--- config.mk ---
export PLATFORM = sky130hd
export DESIGN_NAME = exec_bypass_unit
export DESIGN_NICKNAME = d
export VERILOG_FILES = /design/src/rtl/fwd_pkg.sv /design/src/rtl/fwd_operand_sel.sv /design/src/rtl/fwd_operand_mux.sv /design/src/rtl/fwd_store_sel.sv /design/src/rtl/exec_bypass_unit.sv
export SDC_FILE = /design/constraint.sdc
export NUM_CORES = 1
export LEC_CHECK = 0
export BUFFER_PORTS_ARGS = -buffer_cell sky130_fd_sc_hd__buf_2
export CORE_AREA = 2 2 112 114
export DETAILED_ROUTE_END_ITERATION = 16
export DIE_AREA = 0 0 114 116
export GPL_TIMING_DRIVEN = 0
export PLACE_DENSITY = 0.55
export REMOVE_ABC_BUFFERS = 1
export SYNTH_ARGS = -nofsm -noshare
export SYNTH_HDL_FRONTEND = slang
export SYNTH_SLANG_ARGS = --single-unit
export TNS_END_PERCENT = 100
--- constraint.sdc ---
create_clock -name vclk -period 1.79
set_clock_uncertainty 0.15 [all_clocks]
set_input_delay 0.179 -clock vclk [all_inputs]
set_output_delay 0.179 -clock vclk [all_outputs]
set_load 0.05 [all_outputs]
--- src/rtl/fwd_pkg.sv ---
package fwd_pkg;
  localparam int unsigned REG_NUM_W = 5;
  localparam int unsigned DATA_W    = 32;
  localparam int unsigned NUM_OPND  = 2;

  typedef enum logic [1:0] {
    SEL_REG = 2'b00,
    SEL_WB  = 2'b01,
    SEL_MEM = 2'b10
  } fwd_sel_e;
endpackage

--- src/rtl/fwd_operand_sel.sv ---
module fwd_operand_sel
  import fwd_pkg::*;
#(
  parameter int unsigned RW = REG_NUM_W
) (
  input  logic [RW-1:0] src_i,
  input  logic [RW-1:0] mem_rd_i,
  input  logic          mem_we_i,
  input  logic [RW-1:0] wb_rd_i,
  input  logic          wb_we_i,
  output fwd_sel_e      sel_o
);
  logic mem_hit;
  logic wb_hit;

  always_comb begin
    mem_hit = mem_we_i && (|mem_rd_i) && (mem_rd_i == src_i);
    wb_hit  = wb_we_i && (|wb_rd_i) && (wb_rd_i == src_i) && (mem_rd_i != src_i);
    if (mem_hit)     sel_o = SEL_MEM;
    else if (wb_hit) sel_o = SEL_WB;
    else             sel_o = SEL_REG;
  end
endmodule

--- src/rtl/fwd_operand_mux.sv ---
module fwd_operand_mux
  import fwd_pkg::*;
#(
  parameter int unsigned DW = DATA_W
) (
  input  logic [1:0]    sel_i,
  input  logic [DW-1:0] reg_val_i,
  input  logic [DW-1:0] mem_val_i,
  input  logic [DW-1:0] wb_val_i,
  output logic [DW-1:0] opnd_o
);
  always_comb begin
    case (sel_i)
      SEL_MEM: opnd_o = mem_val_i;
      SEL_WB:  opnd_o = wb_val_i;
      default: opnd_o = reg_val_i;
    endcase
  end
endmodule

--- src/rtl/fwd_store_sel.sv ---
module fwd_store_sel
  import fwd_pkg::*;
#(
  parameter int unsigned RW = REG_NUM_W,
  parameter int unsigned DW = DATA_W
) (
  input  logic          is_store_i,
  input  logic [RW-1:0] store_rt_i,
  input  logic [DW-1:0] store_val_i,
  input  logic [RW-1:0] wb_rd_i,
  input  logic          wb_we_i,
  input  logic [DW-1:0] wb_val_i,
  output logic          sel_o,
  output logic [DW-1:0] data_o
);
  always_comb begin
    sel_o  = is_store_i && wb_we_i && (|wb_rd_i) && (wb_rd_i == store_rt_i);
    data_o = sel_o ? wb_val_i : store_val_i;
  end
endmodule

--- src/rtl/exec_bypass_unit.sv ---
module exec_bypass_unit
  import fwd_pkg::*;
#(
  parameter int unsigned RW = REG_NUM_W,
  parameter int unsigned DW = DATA_W
) (
  input  logic [RW-1:0] ex_rs_i,
  input  logic [RW-1:0] ex_rt_i,
  input  logic [DW-1:0] ex_rs_val_i,
  input  logic [DW-1:0] ex_rt_val_i,
  input  logic [RW-1:0] mem_rd_i,
  input  logic          mem_we_i,
  input  logic [DW-1:0] mem_result_i,
  input  logic          mem_is_store_i,
  input  logic [RW-1:0] mem_rt_i,
  input  logic [DW-1:0] mem_store_val_i,
  input  logic [RW-1:0] wb_rd_i,
  input  logic          wb_we_i,
  input  logic [DW-1:0] wb_value_i,
  output logic [1:0]    fwd_a_sel_o,
  output logic [1:0]    fwd_b_sel_o,
  output logic [DW-1:0] alu_a_o,
  output logic [DW-1:0] alu_b_o,
  output logic          store_sel_o,
  output logic [DW-1:0] store_data_o
);
  logic     [RW-1:0] src     [NUM_OPND];
  logic     [DW-1:0] reg_val [NUM_OPND];
  fwd_sel_e          sel     [NUM_OPND];
  logic     [DW-1:0] opnd    [NUM_OPND];

  assign src[0]     = ex_rs_i;
  assign src[1]     = ex_rt_i;
  assign reg_val[0] = ex_rs_val_i;
  assign reg_val[1] = ex_rt_val_i;

  for (genvar g = 0; g < NUM_OPND; g++) begin : g_opnd
    fwd_operand_sel #(.RW(RW)) u_sel (
      .src_i    (src[g]),
      .mem_rd_i (mem_rd_i),
      .mem_we_i (mem_we_i),
      .wb_rd_i  (wb_rd_i),
      .wb_we_i  (wb_we_i),
      .sel_o    (sel[g])
    );
    fwd_operand_mux #(.DW(DW)) u_mux (
      .sel_i     (sel[g]),
      .reg_val_i (reg_val[g]),
      .mem_val_i (mem_result_i),
      .wb_val_i  (wb_value_i),
      .opnd_o    (opnd[g])
    );
  end

  fwd_store_sel #(.RW(RW), .DW(DW)) u_store (
    .is_store_i  (mem_is_store_i),
    .store_rt_i  (mem_rt_i),
    .store_val_i (mem_store_val_i),
    .wb_rd_i     (wb_rd_i),
    .wb_we_i     (wb_we_i),
    .wb_val_i    (wb_value_i),
    .sel_o       (store_sel_o),
    .data_o      (store_data_o)
  );

  assign fwd_a_sel_o = sel[0];
  assign fwd_b_sel_o = sel[1];
  assign alu_a_o     = opnd[0];
  assign alu_b_o     = opnd[1];

  always_comb begin
    assert_sel_legal_R8: assert (fwd_a_sel_o != 2'b11 && fwd_b_sel_o != 2'b11);
    assert_a_mem_data_R8: assert (fwd_a_sel_o != SEL_MEM || alu_a_o == mem_result_i);
    assert_b_wb_data_R8: assert (fwd_b_sel_o != SEL_WB || alu_b_o == wb_value_i);
    assert_newest_wins_R5: assert (!(mem_we_i && (|mem_rd_i) && mem_rd_i == ex_rs_i)
                                   || fwd_a_sel_o == SEL_MEM);
    assert_zero_src_R6: assert (ex_rs_i != '0 || fwd_a_sel_o == SEL_REG);
    assert_idle_stages_R7: assert (mem_we_i || wb_we_i
                                   || (fwd_a_sel_o == SEL_REG && fwd_b_sel_o == SEL_REG));
    assert_store_data_R9: assert (!store_sel_o || store_data_o == wb_value_i);
    assert_store_only_R9: assert (mem_is_store_i || !store_sel_o);
  end
endmodule

# [Yosys cells after proc, flatten, opt, wreduce, memory -nomap -nowiden]
# Index checks and enable logic that the tools add are counted.
[classes] n_addsub=0 multipliers=0 n_div=0 n_lt_le_gt_ge=0 n_eq_ne=11 shift=0 n_mux=7 bitwise_logic=0 reduce_logical=13
[ops] operator="one-hot mux 32 bit (2 select lines)" count=2
[ops] operator="2-to-1 mux 32 bit" count=1
[ops] operator="== test 5 bit" count=5
[ops] operator="logical AND 1 bit" count=11
[ops] operator="inequality test 5 bit" count=2
[ops] operator="OR reduction 5 bit" count=2
[ops] operator="== test 2 x 1 -> 1 bit, second input constant" count=2
[ops] operator="== test 2 bit, second input constant" count=2
[ops] operator="2-to-1 mux 2 bit" count=2
[ops] operator="2-to-1 mux 1 bit" count=2
[word_totals] reg_bits=0 latchBits=0 mem_bits_rw=0 romBits=0 in_bits=188 out_inout_bits=101 wordCells=31 mem_count=0

# [Longest topological paths before layout]
# Gate-level depths: netlist of run 1.
[logic_depth] word_depth=8 depth_mapped=6 depth_no_buf=5

# [By module]
# From an unflattened synthesis of run 1, not the netlist that was laid out.
[hier_totals] hier_cells=311 hier_area_um2=2187.1
[by_module_without_submodules] mod="fwd_operand_mux" instances=2 cells_per_inst=113 area_each_um2=636.9
[by_module_without_submodules] mod="fwd_store_sel" instances=1 cells_per_inst=47 area_each_um2=600.6
[by_module_without_submodules] mod="fwd_operand_sel" instances=2 cells_per_inst=19 area_each_um2=156.4

# [Worst setup path before layout of run 1]
# Ideal clock, no wire load.
[synth_path] path_type="input -> output" start="in wb_rd_i[0]" end="out alu_a_o[22]" arrival_ns=1.957 required_ns=1.461 setup_slack_ns=-0.496 stages=6 path_cell_list="xnor2_1 > nand3_1 > or4_4 > nor2_2 > buf_2 > a221o_1"
[synth_via] elab_chain_len=8 elab_cells_between_ends=10
[synth_lines] element="start: declaration" line_no="exec_bypass_unit.sv:17" source="input logic [RW-1:0] wb_rd_i,"
[synth_lines] element="OR reduction 5 bit" line_no="fwd_operand_sel.sv:18" source="wb_hit = wb_we_i && (|wb_rd_i) && (wb_rd_i == src_i) && (mem_rd_i != src_i);"
[synth_lines] element="logical AND 1 bit" line_no="fwd_operand_sel.sv:18"
[synth_lines] element="logical AND 1 bit (*) (2 in series)" line_no="fwd_operand_sel.sv:18"
[synth_lines] element="2-to-1 mux 1 bit (*)" line_no="fwd_operand_sel.sv:20" source="else if (wb_hit) sel_o = SEL_WB;"
[synth_lines] element="2-to-1 mux 2 bit (*)" line_no="fwd_operand_sel.sv:19" source="if (mem_hit) sel_o = SEL_MEM;"
[synth_lines] element="net fwd_a_sel_o[0]" line_no="exec_bypass_unit.sv:20" source="output logic [1:0] fwd_a_sel_o,"
[synth_lines] element="== test 2 x 1 -> 1 bit or == test 2 bit (tied branches)" line_no="fwd_operand_mux.sv:13" source="case (sel_i)"
[synth_lines] element="one-hot mux 32 bit (2 select lines) (*)" line_no="fwd_operand_mux.sv:13"
[synth_lines] element="end: declaration" line_no="exec_bypass_unit.sv:22" source="output logic [DW-1:0] alu_a_o,"
# Mark *: on every way through the listed nets, which the timed path passes. The rest lies on a longest branch.

# [Worst setup path in the final report of run 1]
[layout_path] start="in wb_rd_i[3]" end="out alu_b_o[15]"
[layout_via] elab_chain_len=8 elab_cells_between_ends=10
[layout_lines] element="OR reduction 5 bit" line_no="fwd_operand_sel.sv:18"
[layout_lines] element="logical AND 1 bit" line_no="fwd_operand_sel.sv:18"
[layout_lines] element="logical AND 1 bit (*) (2 in series)" line_no="fwd_operand_sel.sv:18"
[layout_lines] element="2-to-1 mux 1 bit (*)" line_no="fwd_operand_sel.sv:20"
[layout_lines] element="2-to-1 mux 2 bit (*)" line_no="fwd_operand_sel.sv:19"
[layout_lines] element="== test 2 x 1 -> 1 bit or == test 2 bit (tied branches)" line_no="fwd_operand_mux.sv:13"
[layout_lines] element="one-hot mux 32 bit (2 select lines) (*)" line_no="fwd_operand_mux.sv:13"
[layout_lines] element="end: declaration" line_no="exec_bypass_unit.sv:23" source="output logic [DW-1:0] alu_b_o,"
# Every way passes the cells marked *; elsewhere a longest branch is shown, timed or not.

==> impl_results.md, run 1 <==
* Status: complete, but fails checks
* Failing checks: setup timing
* Hold Crit Class: in2out
* Setup TNS at -53.23 ns
* Die footprint at ~13000 sq um
* Largest net degree at the start of global routing at 18
* Final worst slack at -0.6120 ns
* Area of the multi-input gates at roughly 2200 sq um
* Max cap viols at 0
* Port-buffer cells at about 290
* Crit path time final at between 2 and 2.5 ns
* Max Slew Vio Count at 0
* WP data required at about 1.5 ns
* Avg Cell Area, Syn at between 8 and 9 sq um
* Non-Filler Instances at approximately 690
* Area Growth Syn to Fin at 176.7%
* Sequential cells at 0
* # DRC at 0
* Critical Path Max Stage Delay at a little under 0.6 ns
* Gp weighted congestion at 0.8537
* Peak supply drop at 0.1669 mV
* GR Overflow Total at 0
* Dpl ws at -1.017 ns
* Cells after Synth at ~230
* DR iter-0 viols at about 180
* Worst-path cell chain: buf_8 > or4_4 > o21ai_4 > or4_4 > buf_12 > o21ba_4 > buf_12 > a221o_1 > buf_6
* Fin crit share at 1.342
* Worst Tran Pin Value at between 0.4 and 0.5 ns
* Register area at 0 sq um
* Total Nets Final at around 730
* Fillers at around 1100
* Final setup fails at 100
* Core Rows at 40
* Unrepaired setup endpoints after global routing: yes
* Cts hold-fix bufs at 0
* Pleak at between 2 and 3 nW
* Drt via density at just under 5
* Relative slew slack at 0.6879
* Hold WS at 0.5595 ns
* Vias in the first global route at about 3500
* Seq/Total Area, Yosys at 0
* IO Count at between 200 and 300
* Ys Warns at 0
* Mapped Area at just under 2000 sq um
* Fmax at around 420 MHz
* Startpoint Class: primary input
* Initial antenna violation count at 1
* Via Count at around 3400
* Total Wirelength at around 15000 um
* Total GRT Usage at 0.1945
* Slowest CP cell: or4_4
* Core area at between 10000 and 15000 sq um
* # clk buffers at 0
* Final hold vios at 0
* DP Wirelength at between 8000 and 9000 um
* Post-route antenna net violation count at 0
* Power per cell area at about 320 nW/um^2
* Die X at ~110 um
* Critical path class: in2out
* Critical path fanouts, max at 6
* Drt pass-1 iters at 4
* Worst EP arrival at approximately 2.1 ns
* Drt wl/cell at about 22 um
* Layout cells sized above 1 at 0.7620
* First-pass GRT wire length at just under 20000 um
* Initial Util at 0.1624
* Tot Pwr at about 1.7 mW
* Worst Setup End Kind: primary output
* Die Y at 116 um
* DP Cell Count at between 600 and 700
* Synth unique cells at 21
-- cell usage in the layout, fill, tap and decap left out --
cell	count
nand2_2	1
nor2_2	2
clkbuf_16	4
nor4_1	1
nand3_1	2
nand4b_1	1
xor2_1	8
inv_2	1
nand2_1	1
nand3_2	2
o21ai_4	2
diode_2	2
buf_4	5
nor2_4	4
buf_2	173
buf_16	2
buf_8	29
buf_12	22
and2_4	18
xnor2_1	6
buf_6	95
or4_4	4
nor3_4	2
xnor2_2	11
a221o_1	64
o21ba_4	4
mux2_4	32
and2_1	46
-- where the power goes --
group	leakage, nW	internal (mW)	switching (mW)
clock network	0.0000127	0.000000150	0
registers	0	0	0
logic	2.75	0.765	0.958
total	2.75	0.765	0.958
-- per-stage QoR --
step	util	instance area, sq um
after floorplan	-	1777
after global placement	0.2860	3407
after detailed placement	0.2940	3502
after CTS	0.4178	4976
after global routing	0.4492	5350
final	0.4494	5353
-- synthesized netlist by cell type --
master | instances | share of area
and2_1 | 64 | 0.21
or4_1 | 2 | 0.0078
inv_1 | 1 | 0.0019
nor2_2 | 2 | 0.0065
nor4_1 | 1 | 0.0032
xnor2_1 | 17 | 0.077
nand4b_1 | 1 | 0.0045
clkbuf_1 | 6 | 0.012
buf_4 | 5 | 0.019
o21ai_1 | 2 | 0.0052
buf_2 | 6 | 0.016
mux2_2 | 32 | 0.19
nor2_1 | 2 | 0.0039
o21ba_4 | 2 | 0.017
nand3_1 | 4 | 0.010
nand2_1 | 2 | 0.0039
buf_6 | 6 | 0.035
a221o_1 | 64 | 0.33
or4_4 | 2 | 0.012
xor2_1 | 8 | 0.036
nor3_1 | 2 | 0.0052
-- layer usage --
metal / wire length (um) / up-vias / track usage
li1: - / 1555 / -
met1: 5791 / 1635 / 0.2226
met2: 8110 / 208 / 0.3976
met3: 1007 / 12 / 0.01987
met4: 150 / 0 / 0.01951
met5: 0 / - / 0
-- logic make-up (layout without fill, tap and decap cells) --
group / Yosys count / count (layout) / synth area share
xor gates and xnor gates: 25 / 25 / 0.1132
and+or+nand+nor: 82 / 84 / 0.2639
buffers and inverters: 24 / 331 / 0.08344
other: 0 / 2 / 0
muxes: 32 / 32 / 0.1863
AOI/OAI and AO/OA: 68 / 70 / 0.3532
-- area by class of cell --
cell class / count / area share
diodes: 2 / 0.0009350
inverters: 1 / 0.0007013
multi-input cells: 211 / 0.4028
well taps: 147 / 0.03436
repair buffers: 330 / 0.5612
-- path summary, 6_finish.rpt --
kind / slack (ns) / from / cells after the start / endpoint
setup / recovery: -0.61 / wb_rd_i[3] / 9 / alu_b_o[15]
hold / removal: 0.56 / mem_store_val_i[6] / 3 / store_data_o[6]
-- critical path: cells and delay by family --
kind	cells	cell delay, ns
and+or+nand+nor	2	0.73
buffers and inverters	4	0.56
AOI/OAI and AO/OA	3	0.59
-- what timing repair did --
action                                  4_1_cts  5_1_grt
setup buffers                                26        1
gates cloned                                  8        4
pin swaps                                    45       18
endpoints found under the setup margin      101      101
resized for setup                           294       74
(Power assumes the default switching activity.)
==> run 2, diff against run 1 <==
Settings changed: PLACE_DENSITY 0.55 to 0.58, SYNTH_HIERARCHICAL set to 1.
==> run 2 against run 1 <==
The run still ends with setup timing left. Combinational power about the same. Synthesized cell count up 35%. Wire length up 7.8%. Largest cell class unchanged.
==> impl_results.md, run 2 <==
* Crit path top cell by count: buf_6
* Worst Tran Pin Value at 0.2868 ns
* Sequential cells at 0
* Max Slew Vio Count at 0
* IO Count at 289
* Most frequent cells in the layout: buf_2, buf_6, a22oi_2
* Share of the synthesized area in the top cell type at 0.2197
* Fin crit share at 1.336
* Worst EP arrival at about 2 ns
* Biggest area consumer among synthesized cells: a22oi_1
* Finished Cell Area at around 5900 sq um
* Peak supply drop at around 0.14 mV
* Fmax at around 420 MHz
* Power per cell area at ~300 nW/um^2
* Tot Pwr at around 1.7 mW
* Via Count at 3794
* Critical Path Max Stage Delay at ~0.26 ns
* Status: complete, but fails checks
* Drt via density at ~5.0
* Die X at approximately 110 um
* Critical path fanouts, max at 8
* Core Rows at 40
* Final hold vios at 0
* Failing checks: setup timing
* Register area at 0 sq um
* # DRC at 0
* Mapped Area at 2187 sq um
* Synth unique cells at 25
* Slowest CP cell: o311a_1
* Vias in the first global route at between 3000 and 4000
* Max cap viols at 0
* Largest net degree at the start of global routing at 24
* # clk buffers at 0
* Port-buffer cells at slightly below 300
* Cells after Synth at around 310
* Total Wirelength at roughly 16000 um
* Layout cells sized above 1 at 0.8476
* Final setup fails at 97
* Post-route antenna net violation count at 0
* Die footprint at about 13000 sq um
* DR iter-0 viols at between 200 and 250
* Final worst slack at -0.6018 ns
* Synth top cells by count: nand2_1, a22oi_1, o21ai_1
* Unrepaired setup endpoints after global routing: yes
* Area Growth Syn to Fin at 170.1%
* Hold Crit Class: in2out
* Most numerous cell in the Yosys netlist: nand2_1
* Crit path time final at approximately 2.4 ns
* Drt pass-1 iters at 4
* Hold WS at 0.5437 ns
* GR Overflow Total at 0
* Startpoint Class: primary input
* Die Y at around 120 um
* Total GRT Usage at 0.2120
* Ys Warns at 6
* N_diodes at 0
* WP data required at 1.46 ns
* Gp weighted congestion at 0.8101
* Worst-path cell chain: buf_6 > xnor2_4 > nand3_2 > nor3_4 > o311a_1 > buf_6 > inv_4 > ha_4 > clkbuf_16 > a22oi_2 > o21ai_4 > buf_8
* Core area at 11910 sq um
* Initial antenna violation count at 1
* Synth top area cells: a22oi_1, mux2_4, o21ai_1
* Post-placement cell area at about 3700 sq um
* Avg Cell Area, Syn at roughly 7.0 sq um
* Total Nets Final at 811
* Setup TNS at -44.02 ns
* Cts hold-fix bufs at 0
* Fin util at 0.4960
* First-pass GRT wire length at roughly 22000 um
* Area of the multi-input gates at 2715 sq um
* Initial Util at 0.1836
* Fillers at ~1100
* Relative slew slack at 0.8082
* DP Wirelength at roughly 8600 um
* Pleak at about 2.7 nW
* Worst Setup End Kind: primary output
* Drt wl/cell at ~21 um
* Seq/Total Area, Yosys at 0
* Critical path class: in2out
* Commonest non-fill, non-tap cell in the layout: buf_2
[run 2: repair_timing]
action,in CTS,in global routing
setup endpoints to repair,97,99
hold endpoints to repair,0,0
buffers inserted,36,3
cloned,10,4
gates resized for setup,353,88
pin swaps,49,39
[run 2: logic make-up (layout without fill, tap and decap cells)]
| kind of cell | after synthesis | count (layout) | synth area share |
|---|---|---|---|
| buffers and inverters | 37 | 343 | 0.1093 |
| adders and majority gates | 4 | 4 | 0.02288 |
| AOI/OAI and AO/OA | 134 | 134 | 0.4010 |
| xor gates and xnor gates | 24 | 24 | 0.09611 |
| and+or+nand+nor | 80 | 80 | 0.1562 |
| muxes | 32 | 32 | 0.2145 |
[run 2: report_power, final]
group | internal (mW) | switching (mW) | total [mW]
Clock | 0 | 0 | 0
Sequential | 0 | 0 | 0
Combinational | 0.720 | 1.02 | 1.74
[run 2: path summary, 6_finish.rpt]
check | startpoint | to | slack, ns | cells past startpoint
setup / recovery | mem_rd_i[2] | alu_b_o[5] | -0.60 | 12
hold / removal | ex_rt_val_i[9] | alu_b_o[9] | 0.54 | 4
[run 2: critical path, delay by kind of cell]
kind / cells / cell delay (ns)
AO/OA/AOI/OAI: 3 / 0.55
XOR/XNOR: 1 / 0.17
adder cells (fa/ha/maj): 1 / 0.21
buffers and inverters: 5 / 0.61
AND/OR/NAND/NOR: 2 / 0.31
[run 2: cell type report]
class	instances	area share
inverter	6	0.004659
timing repair buffer	337	0.5047
multi-input combinational	274	0.4596
tap	147	0.03113
[run 2: through the flow]
stage / std cells / setup slack, ns
detailed placement: 719 / -1.504
floorplan: 280 / -2.456
global placement: 716 / -2.068
global route: 764 / -0.6752
CTS: 765 / -0.5691
finish: 764 / -0.6018
[run 2: metal layers]
metal,GRT usage,routed length [um],part of all wire,up-vias
met1,0.2517,6293,0.39,1812
met3,0.02877,778,0.048,16
li1,-,-,-,1800
met5,0,13,0.00080,-
met2,0.4103,9011,0.55,164
met4,0.03415,142,0.0087,2
